<file path="src/rtl/cmdc_pkg.sv">
package cmdc_pkg;
  localparam int WORD_W = 32;

  // command identifiers; the numeric codes are seen by software
  localparam int OP_IDLE      = 0;
  localparam int OP_CONFIG    = 1;
  localparam int OP_ISSUE     = 2;
  localparam int OP_UNPLUG    = 3;
  localparam int OP_RING_SET  = 4;
  localparam int OP_DEV_RESET = 5;
  localparam int OP_BUS_RESET = 6;
  localparam int OP_MSG_SET   = 7;
  localparam int OP_ADP_RESET = 8;
  localparam int OP_ABORT     = 9;
  localparam int OP_LIMIT     = 10;

  localparam logic [WORD_W-1:0] ST_OK    = 32'h0000_0000;
  localparam logic [WORD_W-1:0] ST_FAIL  = 32'h0000_0001;
  localparam logic [WORD_W-1:0] ST_SHORT = 32'hFFFF_FFFF;

  typedef enum logic [0:0] {PH_COLLECT = 1'b0, PH_WAIT = 1'b1} phase_e;
endpackage

</file>
<file path="src/rtl/cmdc_need.sv">
module cmdc_need #(
  parameter int ID_W         = 8,
  parameter int LEN_W        = 16,
  parameter int CFG_BYTES    = 24,
  parameter int RING_BYTES   = 80,
  parameter int MSG_BYTES    = 20,
  parameter int DEVRST_BYTES = 12,
  parameter int ABORT_BYTES  = 12
) (
  input  logic [ID_W-1:0]  code,
  output logic [LEN_W-1:0] need_bytes
);
  import cmdc_pkg::*;

  always_comb begin
    case (code)
      ID_W'(OP_CONFIG):    need_bytes = LEN_W'(CFG_BYTES);
      ID_W'(OP_RING_SET):  need_bytes = LEN_W'(RING_BYTES);
      ID_W'(OP_DEV_RESET): need_bytes = LEN_W'(DEVRST_BYTES);
      ID_W'(OP_MSG_SET):   need_bytes = LEN_W'(MSG_BYTES);
      ID_W'(OP_ABORT):     need_bytes = LEN_W'(ABORT_BYTES);
      default:             need_bytes = '0;
    endcase
  end
endmodule

</file>
<file path="src/rtl/cmdc_wordbuf.sv">
module cmdc_wordbuf #(
  parameter int DEPTH  = 20,
  parameter int WORD_W = 32,
  parameter int IDX_W  = 5
) (
  input  logic                    clk,
  input  logic                    rst_n,
  input  logic                    we,
  input  logic [IDX_W-1:0]        widx,
  input  logic [WORD_W-1:0]       wdata,
  output logic [DEPTH*WORD_W-1:0] flat
);
  for (genvar g = 0; g < DEPTH; g++) begin : g_slot
    logic [WORD_W-1:0] slot_q;
    always_ff @(posedge clk) begin
      if (!rst_n)                          slot_q <= '0;
      else if (we && widx == IDX_W'(g))    slot_q <= wdata;
    end
    assign flat[g*WORD_W +: WORD_W] = slot_q;
  end
endmodule

</file>
<file path="src/rtl/cmd_dispatch.sv">
module cmd_dispatch #(
  parameter int ID_W         = 8,
  parameter int CFG_BYTES    = 24,
  parameter int RING_BYTES   = 80,
  parameter int MSG_BYTES    = 20,
  parameter int DEVRST_BYTES = 12,
  parameter int ABORT_BYTES  = 12,
  localparam int LEN_W       = 16,
  localparam int MAX_A       = (CFG_BYTES > RING_BYTES) ? CFG_BYTES : RING_BYTES,
  localparam int MAX_B       = (MSG_BYTES > DEVRST_BYTES) ? MSG_BYTES : DEVRST_BYTES,
  localparam int MAX_C       = (MAX_A > MAX_B) ? MAX_A : MAX_B,
  localparam int MAX_BYTES   = (MAX_C > ABORT_BYTES) ? MAX_C : ABORT_BYTES,
  localparam int BUF_WORDS   = (MAX_BYTES + 3) / 4,
  localparam int CNT_W       = $clog2(BUF_WORDS + 1)
) (
  input  logic                    clk,
  input  logic                    rst_n,
  input  logic                    cmd_wr,
  input  logic [ID_W-1:0]         cmd_id,
  input  logic                    dat_wr,
  input  logic [31:0]             dat_word,
  output logic                    disp_valid,
  input  logic                    disp_ready,
  output logic [ID_W-1:0]         disp_code,
  output logic [CNT_W-1:0]        disp_nwords,
  output logic [BUF_WORDS*32-1:0] disp_words,
  input  logic [31:0]             disp_result,
  output logic [31:0]             cmd_status,
  output logic                    wr_err
);
  import cmdc_pkg::*;

  phase_e            phase_q;
  logic [ID_W-1:0]   cur_q;
  logic [CNT_W-1:0]  cnt_q;
  logic [31:0]       status_q;
  logic              err_q;

  logic [LEN_W-1:0]  in_need, cur_need;
  logic              in_known, cur_idle, enough, store_en;
  logic [CNT_W-1:0]  cnt_inc;

  cmdc_need #(
    .ID_W(ID_W), .LEN_W(LEN_W), .CFG_BYTES(CFG_BYTES), .RING_BYTES(RING_BYTES),
    .MSG_BYTES(MSG_BYTES), .DEVRST_BYTES(DEVRST_BYTES), .ABORT_BYTES(ABORT_BYTES)
  ) u_need_in (.code(cmd_id), .need_bytes(in_need));

  cmdc_need #(
    .ID_W(ID_W), .LEN_W(LEN_W), .CFG_BYTES(CFG_BYTES), .RING_BYTES(RING_BYTES),
    .MSG_BYTES(MSG_BYTES), .DEVRST_BYTES(DEVRST_BYTES), .ABORT_BYTES(ABORT_BYTES)
  ) u_need_cur (.code(cur_q), .need_bytes(cur_need));

  assign in_known = (cmd_id > ID_W'(OP_IDLE)) && (cmd_id < ID_W'(OP_LIMIT));
  assign cur_idle = (cur_q == ID_W'(OP_IDLE));
  assign cnt_inc  = cnt_q + CNT_W'(1);
  assign enough   = (LEN_W'(cnt_inc) << 2) >= cur_need;
  assign store_en = (phase_q == PH_COLLECT) && !cmd_wr && dat_wr && !cur_idle;

  cmdc_wordbuf #(
    .DEPTH(BUF_WORDS), .WORD_W(32), .IDX_W(CNT_W)
  ) u_buf (
    .clk(clk), .rst_n(rst_n), .we(store_en), .widx(cnt_q),
    .wdata(dat_word), .flat(disp_words)
  );

  always_ff @(posedge clk) begin
    if (!rst_n) begin
      phase_q  <= PH_COLLECT;
      cur_q    <= ID_W'(OP_IDLE);
      cnt_q    <= '0;
      status_q <= ST_OK;
      err_q    <= 1'b0;
    end else begin
      err_q <= (phase_q == PH_WAIT) && (cmd_wr || dat_wr);
      if (phase_q == PH_WAIT) begin
        if (disp_ready) begin
          status_q <= disp_result;
          cur_q    <= ID_W'(OP_IDLE);
          cnt_q    <= '0;
          phase_q  <= PH_COLLECT;
        end
      end else if (cmd_wr) begin
        cnt_q <= '0;
        if (in_known) begin
          cur_q    <= cmd_id;
          status_q <= ST_SHORT;
          if (in_need == '0) phase_q <= PH_WAIT;
        end else begin
          cur_q    <= ID_W'(OP_IDLE);
          status_q <= ST_FAIL;
        end
      end else if (dat_wr) begin
        if (cur_idle) begin
          status_q <= ST_FAIL;
          cnt_q    <= '0;
        end else begin
          cnt_q <= cnt_inc;
          if (enough) phase_q <= PH_WAIT;
        end
      end
    end
  end

  assign disp_valid  = (phase_q == PH_WAIT);
  assign disp_code   = cur_q;
  assign disp_nwords = cnt_q;
  assign cmd_status  = status_q;
  assign wr_err      = err_q;
endmodule

</file>
<file path="config.mk">
export PLATFORM = sky130hd
export DESIGN_NAME = cmd_dispatch
export DESIGN_NICKNAME = d
export VERILOG_FILES = /design/src/rtl/cmdc_pkg.sv /design/src/rtl/cmdc_need.sv /design/src/rtl/cmdc_wordbuf.sv /design/src/rtl/cmd_dispatch.sv
export SDC_FILE = /design/constraint.sdc
export NUM_CORES = 1
export LEC_CHECK = 0
export ABC_AREA = 1
export BUFFER_PORTS_ARGS = -buffer_cell sky130_fd_sc_hd__buf_2
export CELL_PAD_IN_SITES_DETAIL_PLACEMENT = 0
export CELL_PAD_IN_SITES_GLOBAL_PLACEMENT = 2
export CORE_AREA = 10 10 332 334
export DETAILED_ROUTE_END_ITERATION = 8
export DIE_AREA = 0 0 342 344
export PLACE_DENSITY = 0.79
export SYNTH_ARGS = -nofsm -noshare
export SYNTH_HDL_FRONTEND = slang
export SYNTH_SLANG_ARGS = --single-unit
</file>
<file path="constraint.sdc">
create_clock -name clk -period 2.1 [get_ports clk]
set_clock_uncertainty 0.15 [all_clocks]
set_input_delay 0 -clock clk [delete_from_list [all_inputs] [get_ports clk]]
set_output_delay 0 -clock clk [all_outputs]
set_load 0.005 [all_outputs]
</file>
==> impl_results.md <==
* Warnings from Yosys at 0
* CTS buffer count at 84
* Synthesized instance count at 4329
* Initial Utilization at 0.2786
* Post-DR wirelength/cell at 19.99 um
* Gpl congestion at 0.7968
* Largest net degree at the start of global routing at 143
* Internal power contribution at 0.02203 W
* Fraction of power consumed by combinational cells at 0.046
* Vias in the first global route at 26050
* Half-perimeter wire length after detailed placement at 91.03 mm
* Die area at 117600 um^2
* CTS tree: yes
* Relative max-transition margin at 0.4635
* Horizontal extent of the die at 342 um
* Number of hold-slack violations in the final timing report at 0
* Pwr dens at 756.8 nW/um^2
* Outcome: completed
* Core box area at 103200 um^2
* Critical Path Start Type: flop
* Number of nets in the synthesized netlist at 4415
* Number of standard-cell rows in the floorplan at 118
* Global-route usage over all layers at 0.2123
* Top-level I/O count at 764
* Post-CTS clock slew at the launch and capture registers of the worst setup and hold paths at 60 ps
* Total number of vias at 28030
* Die height at 344 um
* Post-route setup slack at 8.279 ps
* DRT iter0 DRCs at 1908
* Area of all sequential standard cells at 13760 um^2
* Placement-stage cell area at 34380 um^2
* Net Sw Frac at 0.2431
* Total of fill cells in the finished design at 11090
* Area taken by multi-input logic gates at 11330 um^2
* Count of unique library cells instantiated by Yosys at 28
* Hold Worst Slack at 67.12 ps
* Final Routed Wirelength at 131.4 mm
* Area of all placed cells without fillers at 38450 um^2
* Clk root buf: sky130_fd_sc_hd__clkbuf_16
* Share of total power in the clock network at 0.506
* Sequential share of power at 0.449
* Avg Cell Area, Syn at 6.643 um^2
* Static Leakage at 21.37 nW
* Setup-violating endpoint count in the final report at 0
* Most common flop cell mapped by yosys: sky130_fd_sc_hd__dfxtp_1
* Setup TNS Final at 0 ps
* Worst min path class: in -> reg
* RSZ-0062 raised after global routing: true
* Number of synthesized register bits at 687
* Leading cell types by total area after synthesis: sky130_fd_sc_hd__dfxtp_1, sky130_fd_sc_hd__nand2_1, sky130_fd_sc_hd__nor2_1, sky130_fd_sc_hd__inv_1, sky130_fd_sc_hd__a21oi_1
* Sink Count at 687
* Netlist area before placement at 28760 um^2
* CTS H-Tree Depth at 3
* IR drop worst, VDD at 0.0005854 V
* Final Power at 0.02910 W
* Crit. End Element: flop
* Iteration count of the initial detailed-routing pass at 5
* Arr. time, crit path at 2540 ps
* Total congestion overflow after global routing at 0
* Worst slew pin tran at 804.8 ps
* Proportion of register bits with asynchronous set or reset after synthesis at 0
* Sequential area share after synthesis at 0.4783
* Area leader, netlist: sky130_fd_sc_hd__dfxtp_1
* Count of input and output buffers at 763
* Max Root-Sink Buffers at 3
* Time the worst path needs with I/O delays and setup at 2092 ps
* Top cell type's share of synthesized area at 0.4783
* Worst-path maximum fanout at 8
* Initial antenna violation count at 0
* Antenna Violating Nets Remaining at 0
* Final critical-path share of the clock period at 0.9961
* CP Class: reg -> reg
* F_max at 478.1 MHz
* Place WS at 82.09 ps
* Number of flops mapped to enable cells by yosys at 0
* Global-route wire length before repair at 186.2 mm
* Routed via count divided by cell count at 4.265
* Share of layout cells above drive strength 1 at 0.2081
* Skew-Pair Late Insertion Delay at 660 ps
* Max Slew Vio Count at 0
* Power spent charging and discharging nets at 0.007075 W
* DRC violations left at 0
* Max capacitance violation total at 0
* NumNets Final at 5210
* Data required time of the critical path at 2550 ps
* Area overhead of the layout relative to synthesis at 33.72%
## cell usage in the layout (no fill, tap or decap), drive strengths merged, types with 4 or more instances in the layout
master,n
nand2,1285
nor2,1107
buf,905
dfxtp,687
inv,578
a21oi,138
clkbuf,127
nand4,102
dlygate4sd3,102
nand3,55
o21ai,35
nor3,22
clkinv,18
ha,9
dlymetal6s4s,7
bufinv,4
## worst max-delay path, cell delays in order (launching register included)
cell and delay [ps]:
sky130_fd_sc_hd__dfxtp_4 360, sky130_fd_sc_hd__inv_4 60, sky130_fd_sc_hd__nand4_1 180, sky130_fd_sc_hd__buf_4 210, sky130_fd_sc_hd__clkbuf_16 160, sky130_fd_sc_hd__o21ai_1 140
sky130_fd_sc_hd__dlygate4sd3_1 560, sky130_fd_sc_hd__nand3_1 70, sky130_fd_sc_hd__a21oi_1 140
## final timing paths
| kind | from | endpoint | slack (ps) | depth (start not counted) |
|---|---|---|---|---|
| setup reg to reg | disp_valid$_SDFF_PN0_ | cmd_status[28]$_SDFFE_PN0P_ | 8 | 8 |
| setup / recovery | disp_valid$_SDFF_PN0_ | cmd_status[28]$_SDFFE_PN0P_ | 8 | 8 |
| hold reg to reg | disp_code[7]$_SDFFE_PN0P_ | disp_code[7]$_SDFFE_PN0P_ | 290 | 2 |
| hold / removal | cmd_id[2] | disp_code[2]$_SDFFE_PN0P_ | 70 | 4 |
## repair_timing
action                     in CTS  in global routing
setup endpoints to repair       0                106
hold buffers                  113                  0
hold endpoints to repair      687                  0
buffers inserted                0                  9
resized for setup               0                 36
## cell type report
cell class,instances,share of cell area
Timing Repair Buffer,1016,0.1749
Clock inverter,26,0.006996
Antenna cell,3,0.0001952
Clock buffer,125,0.06423
Tap cell,1380,0.04490
Inverter,576,0.05636
Sequential cell,687,0.3578
Multi-Input combinational cell,2759,0.2946
## per-stage QoR
stage | std cells | utilization
after floorplan | 4329 | -
after global placement | 6297 | 0.3331
after detailed placement | 6297 | 0.3331
after CTS | 6561 | 0.3706
after global routing | 6569 | 0.3725
final | 6572 | 0.3726
## logic make-up after synthesis
family | share of synthesized area
flip-flops | 0.4783
AO/OA/AOI/OAI | 0.03076
buffers and inverters | 0.1308
XOR/XNOR | 0.0003046
AND/OR/NAND/NOR | 0.3559
adder cells (fa/ha/maj) | 0.003916
## synth_stat cells (2+ instances only)
cell type                  instances
sky130_fd_sc_hd__buf_1             2
sky130_fd_sc_hd__ha_1              9
sky130_fd_sc_hd__buf_6            36
sky130_fd_sc_hd__nor3_1           19
sky130_fd_sc_hd__inv_1           573
sky130_fd_sc_hd__a21oi_1         137
sky130_fd_sc_hd__o21ai_0          35
sky130_fd_sc_hd__nand3_2          10
sky130_fd_sc_hd__inv_2             3
sky130_fd_sc_hd__buf_4            17
sky130_fd_sc_hd__nand2_1        1285
sky130_fd_sc_hd__dfxtp_1         687
sky130_fd_sc_hd__nor2_1         1105
sky130_fd_sc_hd__clkbuf_1        173
sky130_fd_sc_hd__nand3_1          35
sky130_fd_sc_hd__nand3_4          10
sky130_fd_sc_hd__o21bai_1          2
sky130_fd_sc_hd__nand4_1         102
sky130_fd_sc_hd__nor3_2            3
sky130_fd_sc_hd__buf_2            78
## sequential cells by signal, indices dropped and copies added (netlist names)
register / count
cmd_status: 32
disp_nwords: 5
disp_valid: 1
wr_err: 1
u_buf.g_slot.slot_q: 640
disp_code: 8
## power by group through the flow
stage | Clock (W) | Combinational (W) | Sequential [W]
final | 0.0147 | 0.00133 | 0.0131
after detailed placement | 0 | 0.00120 | 0.0133
after global routing | 0.0156 | 0.00141 | 0.0131
after global placement | 0 | 0.00120 | 0.0133
after CTS | 0.0151 | 0.00133 | 0.0131
after floorplan | 0 | 0.000507 | 0.0133
## routing by layer
metal | GRT usage | wire [um] | share of wire | up-vias
li1 | - | - | - | 14320
met1 | 0.2605 | 55990 | 0.43 | 12660
met2 | 0.3442 | 59860 | 0.46 | 886
met3 | 0.07267 | 11330 | 0.086 | 167
met4 | 0.07354 | 4173 | 0.032 | 0
met5 | 0 | 0 | 0 | -
(Power assumes the default switching activity.)
